### config.mk
export PLATFORM = sky130hd
export DESIGN_NAME = angle_serial_port
export DESIGN_NICKNAME = d
export VERILOG_FILES = /design/src/rtl/asp_pkg.sv /design/src/rtl/asp_sync_edge.sv /design/src/rtl/asp_frame_gate.sv /design/src/rtl/asp_shifter.sv /design/src/rtl/angle_serial_port.sv
export SDC_FILE = /design/constraint.sdc
export NUM_CORES = 1
export LEC_CHECK = 0
export ABC_CLOCK_PERIOD_IN_PS = 1500
export BUFFER_PORTS_ARGS = -buffer_cell sky130_fd_sc_hd__buf_4
export CAP_MARGIN = 20
export CORE_ASPECT_RATIO = 1.4
export CORE_MARGIN = 1.5
export CORE_UTILIZATION = 30
export DETAILED_ROUTE_END_ITERATION = 16
export PLACE_DENSITY = 0.52
export SYNTH_ARGS = -nofsm -noshare
export SYNTH_HDL_FRONTEND = slang
export SYNTH_SLANG_ARGS = --single-unit
### constraint.sdc
create_clock -name clk_i -period 1.5 [get_ports clk_i]
set_input_delay 0.375 -clock clk_i [delete_from_list [all_inputs] [get_ports clk_i]]
set_output_delay 0.375 -clock clk_i [all_outputs]
set_load 0.03 [all_outputs]
### src/rtl/asp_pkg.sv
package asp_pkg;
  typedef struct packed {
    logic start;  // accepted frame open
    logic stop;   // frame close
    logic shift;  // honoured serial-clock fall
  } frame_ctl_t;
endpackage

### src/rtl/asp_sync_edge.sv
module asp_sync_edge #(
  parameter int unsigned STAGES  = 2,
  parameter logic        RST_VAL = 1'b1
) (
  input  logic clk_i,
  input  logic rst_ni,
  input  logic async_i,
  output logic lvl_o,
  output logic chg_o
);
  logic [STAGES-1:0] stg_q;
  logic              prev_q;

  for (genvar i = 0; i < STAGES; i++) begin : g_stage
    always_ff @(posedge clk_i or negedge rst_ni) begin
      if (!rst_ni) stg_q[i] <= RST_VAL;
      else if (i == 0) stg_q[i] <= async_i;
      else stg_q[i] <= stg_q[(i == 0) ? 0 : i-1];
    end
  end

  always_ff @(posedge clk_i or negedge rst_ni) begin
    if (!rst_ni) prev_q <= RST_VAL;
    else         prev_q <= stg_q[STAGES-1];
  end

  assign lvl_o = stg_q[STAGES-1];
  assign chg_o = stg_q[STAGES-1] ^ prev_q;
endmodule

### src/rtl/asp_frame_gate.sv
module asp_frame_gate
  import asp_pkg::*;
#(
  parameter int unsigned SETTLE_CYC  = 4,
  parameter int unsigned CS_HIGH_MIN = 6
) (
  input  logic       clk_i,
  input  logic       rst_ni,
  input  logic       cs_lvl_i,
  input  logic       cs_fall_i,
  input  logic       cs_rise_i,
  input  logic       sclk_fall_i,
  input  logic       active_i,
  output frame_ctl_t ctl_o
);
  localparam int unsigned SW = $clog2(SETTLE_CYC + 1) > 0 ? $clog2(SETTLE_CYC + 1) : 1;
  localparam int unsigned HW = $clog2(CS_HIGH_MIN + 1) > 0 ? $clog2(CS_HIGH_MIN + 1) : 1;
  localparam logic [SW-1:0] SETTLE_V = SW'(SETTLE_CYC);
  localparam logic [HW-1:0] HIGH_V   = HW'(CS_HIGH_MIN);

  logic [SW-1:0] settle_q;
  logic [HW-1:0] high_q;
  logic          high_ok;

  assign high_ok     = (high_q == HIGH_V);
  assign ctl_o.start = cs_fall_i & high_ok & ~active_i;
  assign ctl_o.stop  = cs_rise_i & active_i;
  assign ctl_o.shift = sclk_fall_i & active_i & (settle_q == '0) & ~cs_rise_i;

  always_ff @(posedge clk_i or negedge rst_ni) begin
    if (!rst_ni)               settle_q <= '0;
    else if (ctl_o.start)      settle_q <= SETTLE_V;
    else if (settle_q != '0)   settle_q <= settle_q - 1'b1;
  end

  // high-time counter, saturating; reset counts as a long idle
  always_ff @(posedge clk_i or negedge rst_ni) begin
    if (!rst_ni)                         high_q <= HIGH_V;
    else if (cs_rise_i)                  high_q <= '0;
    else if (cs_lvl_i && !high_ok)       high_q <= high_q + 1'b1;
  end
endmodule

### src/rtl/asp_shifter.sv
module asp_shifter
  import asp_pkg::*;
#(
  parameter int unsigned ANGLE_W = 12
) (
  input  logic               clk_i,
  input  logic               rst_ni,
  input  frame_ctl_t         ctl_i,
  input  logic [ANGLE_W-1:0] angle_i,
  output logic               data_o,
  output logic               oe_o
);
  logic [ANGLE_W-1:0] shreg_q;

  always_ff @(posedge clk_i or negedge rst_ni) begin
    if (!rst_ni) begin
      shreg_q <= '0;
      data_o  <= 1'b0;
      oe_o    <= 1'b0;
    end else if (ctl_i.stop) begin
      data_o  <= 1'b0;
      oe_o    <= 1'b0;
    end else if (ctl_i.start) begin
      shreg_q <= angle_i;
      data_o  <= 1'b0;
      oe_o    <= 1'b1;
    end else if (ctl_i.shift) begin
      data_o  <= shreg_q[ANGLE_W-1];
      shreg_q <= {shreg_q[ANGLE_W-2:0], 1'b0};  // zero fill past the word
    end
  end
endmodule

### src/rtl/angle_serial_port.sv
module angle_serial_port
  import asp_pkg::*;
#(
  parameter int unsigned ANGLE_W     = 12,
  parameter int unsigned SYNC_STAGES = 2,
  parameter int unsigned SETTLE_CYC  = 4,
  parameter int unsigned CS_HIGH_MIN = 6
) (
  input  logic               clk_i,
  input  logic               rst_ni,
  input  logic               cs_ni,
  input  logic               sclk_i,
  input  logic [ANGLE_W-1:0] angle_i,
  output logic               data_o,
  output logic               data_oe_o
);
  logic       cs_lvl, cs_chg, sclk_lvl, sclk_chg;
  logic       cs_fall, cs_rise, sclk_fall;
  frame_ctl_t ctl;

  asp_sync_edge #(.STAGES(SYNC_STAGES), .RST_VAL(1'b1)) u_cs_sync (
    .clk_i, .rst_ni, .async_i(cs_ni), .lvl_o(cs_lvl), .chg_o(cs_chg)
  );

  asp_sync_edge #(.STAGES(SYNC_STAGES), .RST_VAL(1'b1)) u_sclk_sync (
    .clk_i, .rst_ni, .async_i(sclk_i), .lvl_o(sclk_lvl), .chg_o(sclk_chg)
  );

  assign cs_fall   = cs_chg & ~cs_lvl;
  assign cs_rise   = cs_chg & cs_lvl;
  assign sclk_fall = sclk_chg & ~sclk_lvl;

  asp_frame_gate #(.SETTLE_CYC(SETTLE_CYC), .CS_HIGH_MIN(CS_HIGH_MIN)) u_gate (
    .clk_i, .rst_ni,
    .cs_lvl_i(cs_lvl), .cs_fall_i(cs_fall), .cs_rise_i(cs_rise),
    .sclk_fall_i(sclk_fall), .active_i(data_oe_o), .ctl_o(ctl)
  );

  asp_shifter #(.ANGLE_W(ANGLE_W)) u_shift (
    .clk_i, .rst_ni, .ctl_i(ctl), .angle_i,
    .data_o, .oe_o(data_oe_o)
  );
endmodule

==> out/results.ini <==
[drt]
ant_nets = 0
drc = 0
vias = 1054
wl_um = 3002
firstDrtPassIters = 6
wire_per_inst_um = 15.55
vias_per_cell = 5.461
initialDrtViolationCount = 35

[global_route]
antenna_found_initial = 0
grt_usage = 0.1336
grt_pass1_wl_um = 4705
grt-ovfl-total = 0
first_global_vias = 1067
grt_max_degree = 27

[clock_network]
clock_sinks = 26
insertion_delay_ns = 0.27
numCtsBuffers = 3
cts-root-buf = clkbuf_8
h-tree-depth = 1
path_clk_slew_ns = 0.09
cts_tree = yes
cts_buffer_depth = 2

[timing]
layout_min_cycle_time_ns = 1.478
relSlewSlack = 0.7702
fin_setup_tns_ns = 0
setup_viol = 0
timing.fmax_mhz = 676.4
hold_viol = 6
slew_violations = 0
fin_crit_sh = 0.9857
grt_setup_unrepaired = true
hold_slack_ns = -0.003048
worst-slew-pin-transition_ns = 0.3447
fin_worst_skew_ns = 0.005093

[synthesis]
syn-instance-count = 118
ys_types = 34
ys_ff_latch = 26
synth_area_per_cell_sq_um = 10.53
synth_compound_area_frac = 0.1531
synthAdderAreaFrac = 0.04028
async_reset_ff_frac = 1.000
yosysWarnings = 0
yosysTopAreaCellShare = 0.3625
synth_edf_count = 0
yosys.area_share.xor_xnor = 0.007049
synth_area_leaders = dfrtp_1 (36%), dfstp_2 (17%), o311ai_1 (5.6%)
yosysMostFrequentCell = dfrtp_1
synth_top_area_cell = dfrtp_1
synth_top_family_by_area = simple AND/OR/NAND/NOR gates
yosys.area_share.simple = 0.1833
synth_area_sq_um = 1242
ys_seq_area_frac = 0.5317
synth_common_cells = dfrtp_1 (18), inv_1 (16), nand3_1 (11), nand4_1 (10)
synth_nets = 138
ys.flop_type = dfrtp_1
muxShareOfSynthArea = 0.008056

[power]
power_frac_clock = 0.274
pwr-share-seq = 0.457
switching_share = 0.2675
p_leak_nw = 0.7326
internal_power_w = 0.001548
comb_power_share = 0.269
ir_drop_v = 0.0005990
powerDensity_nw_per_um2 = 1274
power.switching_w = 0.0005653

[setup_path]
cp_max_fo = 7
critPathLaunchType = flip-flop
path_class = reg -> reg
endpoint_kind = flip-flop
required_ns = 1.65
cp.arrival_ns = 1.62

[die]
die_w_um = 57.39
ios = 18
fp.dieH_um = 79.15
core_area_sq_um = 3953
row_count = 27
die-area_sq_um = 4542
start_util = 0.3143

[place]
dpl_cell_area_sq_um = 1494
hpwl_um = 2015
gp_congestion = 0.7977
placed_cells = 184
port_buffers = 17

[finish]
fin_cells = 193
area_growth_pct = 33.53
stdcell_area_sq_um = 1659
layout.nets = 171
n_antenna_cell = 0
drive_above_1_share = 0.4200
fillCellCount = 372

[run_status]
violations = negative hold slack
outcome = finished, violations left

[worst_hold_path]
hp-class = in -> async

[job]
drv_cap = 0

[cells by family (layout without fill, tap and decap cells)]
| kind of cell | Yosys count | count (layout) |
|---|---|---|
| and+or+nand+nor | 38 | 40 |
| buffers and inverters | 23 | 53 |
| DFF | 26 | 26 |
| AOI/OAI and AO/OA | 25 | 25 |
| adders and majority gates | 4 | 4 |
| xor gates and xnor gates | 1 | 1 |
| muxes | 1 | 1 |
[power groups by stage]
stage,clock (W),combinational (W),sequential [W]
after detailed placement,0,0.000478,0.000971
after global routing,0.000627,0.000633,0.000981
after CTS,0.000597,0.000500,0.000960
after floorplan,0,0.000301,0.000948
final,0.000580,0.000568,0.000965
after global placement,0,0.000459,0.000966
[state kept, by name, summed over array words and instances (netlist names)]
name and count:
u_shift.shreg_q 12, u_gate.high_q 3, u_gate.settle_q 3, u_cs_sync.lvl_o 1
u_cs_sync.prev_q 1, u_cs_sync.stg_q 1, u_sclk_sync.lvl_o 1, u_sclk_sync.prev_q 1
u_sclk_sync.stg_q 1, u_shift.data_o 1, u_shift.oe_o 1
[per-layer routing]
| metal | part of all wire | vias up | global-route usage |
|---|---|---|---|
| met4 | 0.017 | 0 | 0.06744 |
| met5 | 0 | - | 0 |
| met1 | 0.40 | 530 | 0.1504 |
| li1 | - | 497 | - |
| met3 | 0.041 | 5 | 0.03420 |
| met2 | 0.54 | 22 | 0.2284 |
[stage by stage]
step,utilization,power (W),setup slack (ns)
6_report,0.4198,0.002113,0.02151
3_3_place_gp,0.3780,0.001425,0.01058
5_1_grt,0.4198,0.002241,-0.01583
4_1_cts,0.4033,0.002057,0.0008685
3_5_place_dp,0.3780,0.001449,-0.03807
2_1_floorplan,-,0.001248,0.01192
[critical path, stage by stage (launching register included)]
cell and delay, ns:
dfstp_2 0.54, ha_2 0.17, and4b_4 0.29, and2_4 0.23, o311ai_2 0.11
[layout by cell type, fill, tap and decap left out, drive strengths merged, types with 2 or more instances in the layout]
cell type,synthesis,layout
nand2,4,4
and3,1,2
ha,4,4
o311ai,9,9
a31oi,2,2
dfstp,8,8
nor2,3,3
o21ai,4,4
nand3,11,11
dfrtp,18,18
clkbuf,5,3
a21oi,2,2
inv,16,16
nand4,10,10
nand2b,2,2
buf,2,33
and2,1,2
nand3b,2,2
[worst paths after layout]
| path | to | cells after the start | from | slack, ns |
|---|---|---|---|---|
| worst max-delay path | u_shift.shreg_q[8] | 4 | u_gate.high_q[1] | 0.02 |
| worst min-delay path | u_shift.shreg_q[6] | 1 | rst_ni | -0.003 |
| worst max register to register | u_shift.shreg_q[8] | 4 | u_gate.high_q[1] | 0.02 |
| worst min register to register | u_sclk_sync.lvl_o | 0 | u_sclk_sync.stg_q[0] | 0.36 |
| max in group asynchronous | u_sclk_sync.prev_q | 1 | rst_ni | 1.20 |
| min in group clk_i | u_sclk_sync.stg_q[0] | 1 | sclk_i | 0.20 |
[final cells by class]
class / instances / area, sq um / area share
clock buffer: 3 / 41.29 / 0.02489
clock inverter: 1 / 30.03 / 0.01810
inverter: 16 / 60.06 / 0.03620
multi-input combinational: 71 / 561.8 / 0.3386
sequential: 26 / 660.6 / 0.3982
tap: 43 / 53.80 / 0.03243
timing repair buffer: 33 / 251.5 / 0.1516
[timing repair]
item / in CTS / in global routing
hold buffers: 0 / 0
setup endpoints to repair: 6 / 13
pin swaps: 2 / 2
resized for setup: 6 / 9
cloned: 1 / 1
buffers inserted: 0 / 3
(Power assumes the default switching activity.)
